### config.mk
export PLATFORM = sky130hd
export DESIGN_NAME = pse_top
export DESIGN_NICKNAME = d
export VERILOG_FILES = /design/src/rtl/pse_pkg.sv /design/src/rtl/pse_host_regs.sv /design/src/rtl/pse_script_mem.sv /design/src/rtl/pse_event_arb.sv /design/src/rtl/pse_walker.sv /design/src/rtl/pse_top.sv
export SDC_FILE = /design/constraint.sdc
export NUM_CORES = 2
export LEC_CHECK = 0
export BUFFER_PORTS_ARGS = -buffer_cell sky130_fd_sc_hd__buf_2
export CAP_MARGIN = 20
export CORE_MARGIN = 2
export CORE_UTILIZATION = 60
export DETAILED_ROUTE_END_ITERATION = 8
export PLACE_DENSITY = 0.76
export SYNTH_ARGS = -nofsm -noshare
export SYNTH_HDL_FRONTEND = slang
export SYNTH_SLANG_ARGS = --single-unit
### constraint.sdc
create_clock -name clk -period 9.2 [get_ports clk]
set_input_delay 0.46 -clock clk [delete_from_list [all_inputs] [get_ports clk]]
set_output_delay 0.46 -clock clk [all_outputs]
set_load 0.02 [all_outputs]
### src/rtl/pse_pkg.sv
package pse_pkg;
    localparam int IDX_W  = 6;
    localparam int ADDR_W = IDX_W + 2;
    localparam int DEPTH  = 1 << ADDR_W;
    localparam int MSG_W  = 16;
    localparam int N_GRP  = 3;
    localparam int N_TR   = 4;
    localparam int SEL_W  = 4;
    localparam int WARM_EN_BIT = 4;

    localparam logic [IDX_W-1:0] END_IDX = '1;
    localparam logic [7:0] KEY_A = 8'hC0;
    localparam logic [7:0] KEY_B = 8'h0C;

    localparam logic [SEL_W-1:0] SEL_KEY   = 4'd0;
    localparam logic [SEL_W-1:0] SEL_MADDR = 4'd1;
    localparam logic [SEL_W-1:0] SEL_MDATA = 4'd2;
    localparam int               SEL_PTR0  = 4;
    localparam int               SEL_GRP0  = 8;

    // code order is service priority: higher code wins
    typedef enum logic [1:0] {
        TR_SLEEP  = 2'd0,
        TR_WAKE3  = 2'd1,
        TR_WAKE12 = 2'd2,
        TR_WARM   = 2'd3
    } trans_e;

    typedef enum logic [1:0] {LK_SHUT, LK_HALF, LK_OPEN} lock_e;
    typedef enum logic [1:0] {WK_IDLE, WK_SEND, WK_WAIT} walk_e;

    typedef struct packed {
        logic [7:0] hi;
        logic [7:0] lo;
        logic [7:0] dly;
        logic [7:0] nxt;
    } step_t;

    function automatic logic is_end(input logic [7:0] link);
        return link >= 8'(END_IDX);
    endfunction

    function automatic logic [ADDR_W-1:0] field_addr(input logic [IDX_W-1:0] idx,
                                                     input logic [1:0] fld);
        return {idx, fld};
    endfunction
endpackage

### src/rtl/pse_host_regs.sv
module pse_host_regs
    import pse_pkg::*;
(
    input  logic                          clk,
    input  logic                          rst,
    input  logic                          wr_en,
    input  logic [SEL_W-1:0]              wr_sel,
    input  logic [7:0]                    wr_data,
    input  logic                          busy,
    output logic [N_TR-1:0][IDX_W-1:0]    start_ptr,
    output logic [N_GRP-1:0]              warm_en,
    output logic                          mem_we,
    output logic [ADDR_W-1:0]             mem_addr,
    output logic [7:0]                    mem_wdata
);
    lock_e lock_q, lock_d;
    logic  key_wr;
    logic  cfg_ok;

    assign key_wr = wr_en && (wr_sel == SEL_KEY);
    assign cfg_ok = (lock_q == LK_OPEN);

    always_comb begin
        lock_d = lock_q;
        if (wr_en) begin
            case (lock_q)
                LK_SHUT: if (key_wr && wr_data == KEY_A) lock_d = LK_HALF;
                LK_HALF: begin
                    if (key_wr && wr_data == KEY_B)      lock_d = LK_OPEN;
                    else if (key_wr && wr_data == KEY_A) lock_d = LK_HALF;
                    else                                 lock_d = LK_SHUT;
                end
                LK_OPEN: if (key_wr && wr_data == 8'h00) lock_d = LK_SHUT;
                default: lock_d = LK_SHUT;
            endcase
        end
    end

    always_ff @(posedge clk) begin
        if (rst) lock_q <= LK_SHUT;
        else     lock_q <= lock_d;
    end

    for (genvar t = 0; t < N_TR; t++) begin : g_ptr
        always_ff @(posedge clk) begin
            if (rst)
                start_ptr[t] <= END_IDX;
            else if (wr_en && cfg_ok && wr_sel == SEL_W'(SEL_PTR0 + t))
                start_ptr[t] <= wr_data[IDX_W-1:0];
        end
    end

    for (genvar g = 0; g < N_GRP; g++) begin : g_grp
        always_ff @(posedge clk) begin
            if (rst)
                warm_en[g] <= 1'b0;
            else if (wr_en && cfg_ok && wr_sel == SEL_W'(SEL_GRP0 + g))
                warm_en[g] <= wr_data[WARM_EN_BIT];
        end
    end

    always_ff @(posedge clk) begin
        if (rst)
            mem_addr <= '0;
        else if (wr_en && wr_sel == SEL_MADDR)
            mem_addr <= wr_data[ADDR_W-1:0];
    end

    assign mem_we    = wr_en && (wr_sel == SEL_MDATA) && !busy;
    assign mem_wdata = wr_data;

    assert_locked_ptr_R2: assert property (@(posedge clk) disable iff (rst)
        (lock_q != LK_OPEN) |=> $stable(start_ptr) && $stable(warm_en));

    assert_unlock_path_R3: assert property (@(posedge clk) disable iff (rst)
        $rose(lock_q == LK_OPEN) |-> $past(lock_q == LK_HALF));
endmodule

### src/rtl/pse_script_mem.sv
module pse_script_mem
    import pse_pkg::*;
(
    input  logic              clk,
    input  logic              we,
    input  logic [ADDR_W-1:0] waddr,
    input  logic [7:0]        wdata,
    input  logic [IDX_W-1:0]  rd_idx,
    output step_t             rd_step
);
    logic [7:0] bytes_q [DEPTH];

    always_ff @(posedge clk) begin
        if (we) bytes_q[waddr] <= wdata;
    end

    assign rd_step.hi  = bytes_q[field_addr(rd_idx, 2'd0)];
    assign rd_step.lo  = bytes_q[field_addr(rd_idx, 2'd1)];
    assign rd_step.dly = bytes_q[field_addr(rd_idx, 2'd2)];
    assign rd_step.nxt = bytes_q[field_addr(rd_idx, 2'd3)];
endmodule

### src/rtl/pse_event_arb.sv
module pse_event_arb
    import pse_pkg::*;
(
    input  logic              clk,
    input  logic              rst,
    input  logic              ev_sleep,
    input  logic              ev_wake3,
    input  logic              ev_wake12,
    input  logic [N_GRP-1:0]  ev_warm,
    input  logic [N_GRP-1:0]  warm_en,
    input  logic              take,
    output logic              pend_any,
    output trans_e            sel
);
    logic [N_TR-1:0] pend_q, set_v, clr_v;

    always_comb begin
        set_v            = '0;
        set_v[TR_SLEEP]  = ev_sleep;
        set_v[TR_WAKE3]  = ev_wake3;
        set_v[TR_WAKE12] = ev_wake12;
        set_v[TR_WARM]   = |(ev_warm & warm_en);
    end

    always_comb begin
        sel = TR_SLEEP;
        for (int i = 0; i < N_TR; i++)
            if (pend_q[i]) sel = trans_e'(2'(i));
    end

    always_comb begin
        clr_v = '0;
        if (take) clr_v[sel] = 1'b1;
    end

    always_ff @(posedge clk) begin
        if (rst) pend_q <= '0;
        else     pend_q <= (pend_q & ~clr_v) | set_v;
    end

    assign pend_any = |pend_q;

    assert_single_grant_R11: assert property (@(posedge clk) disable iff (rst)
        take |-> $onehot0(clr_v) && (pend_q != '0));

    assert_warm_gate_R10: assert property (@(posedge clk) disable iff (rst)
        $rose(pend_q[TR_WARM]) |-> $past(|(ev_warm & warm_en)));
endmodule

### src/rtl/pse_walker.sv
module pse_walker
    import pse_pkg::*;
(
    input  logic              clk,
    input  logic              rst,
    input  logic              tick,
    input  logic              pend_any,
    input  logic [IDX_W-1:0]  start_ptr,
    input  step_t             step,
    input  logic              msg_ready,
    output logic              take,
    output logic [IDX_W-1:0]  idx,
    output logic              msg_valid,
    output logic [MSG_W-1:0]  msg_data,
    output logic              busy
);
    walk_e            st_q, st_d;
    logic [IDX_W-1:0] idx_q, idx_d;
    logic [7:0]       cnt_q, cnt_d;
    logic [7:0]       nxt_q, nxt_d;
    logic             adv;
    logic [7:0]       adv_to;

    always_comb begin
        st_d   = st_q;
        idx_d  = idx_q;
        cnt_d  = cnt_q;
        nxt_d  = nxt_q;
        take   = 1'b0;
        adv    = 1'b0;
        adv_to = '0;
        case (st_q)
            WK_IDLE: begin
                if (pend_any) begin
                    take = 1'b1;
                    if (start_ptr != END_IDX) begin
                        idx_d = start_ptr;
                        st_d  = WK_SEND;
                    end
                end
            end
            WK_SEND: begin
                if (msg_ready) begin
                    if (step.dly == 8'd0) begin
                        adv    = 1'b1;
                        adv_to = step.nxt;
                    end else begin
                        cnt_d = step.dly;
                        nxt_d = step.nxt;
                        st_d  = WK_WAIT;
                    end
                end
            end
            WK_WAIT: begin
                if (tick) begin
                    if (cnt_q == 8'd1) begin
                        adv    = 1'b1;
                        adv_to = nxt_q;
                    end else begin
                        cnt_d = cnt_q - 8'd1;
                    end
                end
            end
            default: st_d = WK_IDLE;
        endcase
        if (adv) begin
            if (is_end(adv_to)) begin
                st_d = WK_IDLE;
            end else begin
                idx_d = adv_to[IDX_W-1:0];
                st_d  = WK_SEND;
            end
        end
    end

    always_ff @(posedge clk) begin
        if (rst) begin
            st_q  <= WK_IDLE;
            idx_q <= '0;
            cnt_q <= '0;
            nxt_q <= '0;
        end else begin
            st_q  <= st_d;
            idx_q <= idx_d;
            cnt_q <= cnt_d;
            nxt_q <= nxt_d;
        end
    end

    assign idx       = idx_q;
    assign msg_valid = (st_q == WK_SEND);
    assign msg_data  = {step.hi, step.lo};
    assign busy      = (st_q != WK_IDLE);

    assert_msg_hold_R6: assert property (@(posedge clk) disable iff (rst)
        msg_valid && !msg_ready |=> msg_valid && $stable(msg_data));

    assert_wait_needs_tick_R7: assert property (@(posedge clk) disable iff (rst)
        (st_q == WK_WAIT) && !tick |=> (st_q == WK_WAIT) && $stable(cnt_q));

    assert_end_goes_idle_R8: assert property (@(posedge clk) disable iff (rst)
        (st_q == WK_WAIT) && tick && (cnt_q == 8'd1) && is_end(nxt_q) |=> !busy);
endmodule

### src/rtl/pse_top.sv
module pse_top
    import pse_pkg::*;
(
    input  logic              clk,
    input  logic              rst,
    input  logic              slow_tick,
    input  logic              cfg_wr_en,
    input  logic [3:0]        cfg_sel,
    input  logic [7:0]        cfg_wdata,
    input  logic              ev_sleep,
    input  logic              ev_wake3,
    input  logic              ev_wake12,
    input  logic [2:0]        ev_warm,
    output logic              msg_valid,
    input  logic              msg_ready,
    output logic [15:0]       msg_data,
    output logic              busy
);
    logic [N_TR-1:0][IDX_W-1:0] start_ptr;
    logic [N_GRP-1:0]           warm_en;
    logic                       mem_we;
    logic [ADDR_W-1:0]          mem_addr;
    logic [7:0]                 mem_wdata;
    logic [IDX_W-1:0]           rd_idx;
    step_t                      step;
    logic                       take;
    logic                       pend_any;
    trans_e                     sel;

    pse_host_regs u_regs (
        .clk       (clk),
        .rst       (rst),
        .wr_en     (cfg_wr_en),
        .wr_sel    (cfg_sel),
        .wr_data   (cfg_wdata),
        .busy      (busy),
        .start_ptr (start_ptr),
        .warm_en   (warm_en),
        .mem_we    (mem_we),
        .mem_addr  (mem_addr),
        .mem_wdata (mem_wdata)
    );

    pse_script_mem u_mem (
        .clk     (clk),
        .we      (mem_we),
        .waddr   (mem_addr),
        .wdata   (mem_wdata),
        .rd_idx  (rd_idx),
        .rd_step (step)
    );

    pse_event_arb u_arb (
        .clk       (clk),
        .rst       (rst),
        .ev_sleep  (ev_sleep),
        .ev_wake3  (ev_wake3),
        .ev_wake12 (ev_wake12),
        .ev_warm   (ev_warm),
        .warm_en   (warm_en),
        .take      (take),
        .pend_any  (pend_any),
        .sel       (sel)
    );

    pse_walker u_walk (
        .clk       (clk),
        .rst       (rst),
        .tick      (slow_tick),
        .pend_any  (pend_any),
        .start_ptr (start_ptr[sel]),
        .step      (step),
        .msg_ready (msg_ready),
        .take      (take),
        .idx       (rd_idx),
        .msg_valid (msg_valid),
        .msg_data  (msg_data),
        .busy      (busy)
    );

    assert_mem_frozen_R12: assert property (@(posedge clk) disable iff (rst)
        busy |-> !mem_we);
endmodule

==> results.txt <==
pwr dens -> 257.1 nW/µm²
post-synthesis sequential area ratio -> 0.7608
detail-routed via count per cell -> 6.854
TritonCTS clock tree -> done
antenna violations before repair -> 3
Final Core Density -> 0.6627
dominant cell type by area after synthesis -> edfxtp_1
H-tree lvl count -> 4
Die Y -> 374.9 µm
hpwl dp -> 111.9 mm
Longest Clk Path Bufs -> 3
fin. max-slew vios -> 0
fin crit period -> 5.889 ns
r2r setup slk -> 3.33 ns
Clock transition at path regs -> 0.06 ns
VDD IR-drop max -> 0.2363 mV
Unique masters post-synth -> 72
GPL Wtd Cong -> 0.8905
critical path required time -> 8.74 ns
layout cells sized above 1 -> 0.2353
Mapped Cells -> 3914
vias in the first global route -> 40.72k
fin crit share -> 0.6401
largest net degree at the start of global routing -> 170
Die X -> 374.9 µm
cell depth of the worst flop-to-flop path -> 10
Synth warnings -> 0
crit-path max FO -> 51
P_leak -> 27.74 nW
Initial DRC Count -> 5876
Remaining DRCs -> 0
Mean Syn Cell Area -> 21.09 µm²
Final setup viols -> 0
number of enable flip-flop cells after synthesis -> 2048
cts repair resizes -> 0
Primary FF master, synth -> edfxtp_1
Post-DP Area -> 84580 µm²
critical path type -> reg -> out
Setup Skew -> 0.03353 ns
Worst Tran Pin Value -> 1.215 ns
Core ar. -> 137000 µm²
Hold Path Class -> in -> reg
TNS Setup -> 0 ns
setup bufs post-CTS -> 0
critical path launch point type -> flop
routed len/inst -> 32.72 µm
antenna-violating nets left -> 0
Finished Cell Area -> 90770 µm²
Vias -> 40.78k
cts bufs inserted -> 198
Hold Path Stages -> 1
Fin. Hold Viols -> 0
total gr overflow -> 0
#FFs+latches synth -> 2113
port buffer count -> 40
drt first pass iters -> 8
# nets final -> 4032
post-synth top area share -> 0.7450
CTS Hold Buffers Added -> 10
Clk Latency, worst-skew pair -> 0.82 ns
Total GRT Usage -> 0.2809
Die ar. -> 140600 µm²
standard-cell rows -> 136
final WL -> 194.7 mm
# IOs -> 41
P&R area growth vs syn -> 9.966%
CP Capture Type -> output port
top post-synthesis cells by area -> edfxtp_1 75%, mux4_2 16%, dfxtp_1 1.6%
RSZ-0062 raised after global routing -> false
Hold WS -> 0.1185 ns
Arrival @ worst endpoint -> 5.43 ns
Root Driver -> clkbuf_16
Async SR Flop Fraction -> 0
status -> finished, final reports clean
Num Clock Sinks -> 2113
Syn Nets -> 3944
Fmax -> 169.8 MHz
initial core utilization -> 0.6026
Slew Limit Headroom -> 0.1879
first-pass GRT wire length -> 284.1 mm
Max-Cap Viols -> 0
Synth Cell Area -> 82550 µm²
==> flip-flops by register name (all words and copies together), names as in the netlist <==
name,flops
u_mem.bytes_q,2048
u_regs.start_ptr,24
u_regs.mem_addr,8
u_walk.cnt_q,8
u_walk.nxt_q,8
u_walk.idx,6
u_arb.pend_q,4
u_regs.warm_en,3
u_regs.lock_q,2
u_walk.st_q,2
==> final timing paths <==
path                     startpoint                    end
setup / recovery      u_walk.idx[0]            msg_data[9]
hold / removal         cfg_wdata[0]  u_mem.bytes_q[109][0]
setup reg to reg      u_walk.idx[0]        u_walk.cnt_q[4]
hold reg to reg   u_regs.warm_en[2]      u_regs.warm_en[2]
==> cells in the final DEF (no fill, tap or decap), types with 9 or more instances in the layout <==
cell	count
edfxtp_1	2048
mux4_2	573
nor2_1	325
clkbuf_16	202
nand2_1	146
mux2i_1	119
dfxtp_1	60
clkbuf_1	51
buf_4	51
a21oi_1	47
clkinv_1	42
a22oi_1	37
nand3_1	36
clkinv_2	33
buf_2	32
o22ai_1	27
nor2b_1	21
o21ai_0	21
inv_1	14
nor3_1	14
mux2_2	14
a31oi_1	13
clkbuf_8	13
a221oi_1	10
dlygate4sd3_1	10
and3_1	9
nand2b_1	9
==> per-stage QoR <==
stage,setup slack [ns],std cells,total power [mW]
after floorplan,5.047,3914,14.31
after global placement,3.561,5577,15.73
after detailed placement,3.476,5582,15.78
after CTS,3.128,5943,23.39
after global routing,2.902,5947,23.95
final,3.311,5950,23.34
==> per-layer routing <==
| metal | part of all wire | vias up | global-route usage |
|---|---|---|---|
| met2 | 0.48 | 2473 | 0.4368 |
| met3 | 0.097 | 351 | 0.05572 |
| met4 | 0.032 | 4 | 0.09624 |
| met1 | 0.39 | 21560 | 0.4071 |
| met5 | 0.00014 | - | 0 |
| li1 | - | 16395 | - |
==> cells in the mapped netlist (all sizes together) (7+ instances only) <==
master,number
a211oi,9
a21oi,48
a221oi,10
a22oi,37
a31oi,13
and2,9
and3,9
buf,136
clkbuf,94
dfxtp,65
edfxtp,2048
ha,7
inv,17
mux2,16
mux2i,119
mux4,573
nand2,146
nand2b,9
nand3,36
nand4,8
nor2,325
nor2b,21
nor3,14
nor4,7
o21a,7
o21ai,25
o22ai,27
==> report_power, final <==
part	switching, mW	total (mW)	internal [mW]
Clock	3.42	7.70	4.28
Combinational	2.75	4.89	2.14
Sequential	0.161	10.7	10.6
==> final cells by class <==
type | instances | area [µm²]
well taps | 1794 | 2245
clock buffers | 258 | 5315
inverters | 20 | 81.33
multi-input cells | 1551 | 18550
diodes | 3 | 7.507
flip-flops and latches | 2113 | 62820
clock inverters | 93 | 695.7
fillers | 8397 | 46210
repair buffers | 118 | 1061
==> logic make-up (layout without fill, tap and decap cells) <==
logic type | after synthesis | after routing | synth area share
flip-flops | 2113 | 2113 | 0.7608
multiplexers | 708 | 708 | 0.1729
AND/OR/NAND/NOR | 610 | 610 | 0.03182
buffers and inverters | 250 | 489 | 0.01448
AO/OA/AOI/OAI | 226 | 226 | 0.01892
adder cells (fa/ha/maj) | 7 | 7 | 0.001061
other | 0 | 3 | 0
==> worst max-delay path, cell delays in order, from the launching register on <==
cell	delay, ns
dfxtp_4	0.79
buf_4	0.85
buf_4	0.90
mux4_2	0.64
mux4_2	0.53
mux4_2	0.57
buf_2	0.20
No activity file was read; power rests on OpenSTA's default activity.
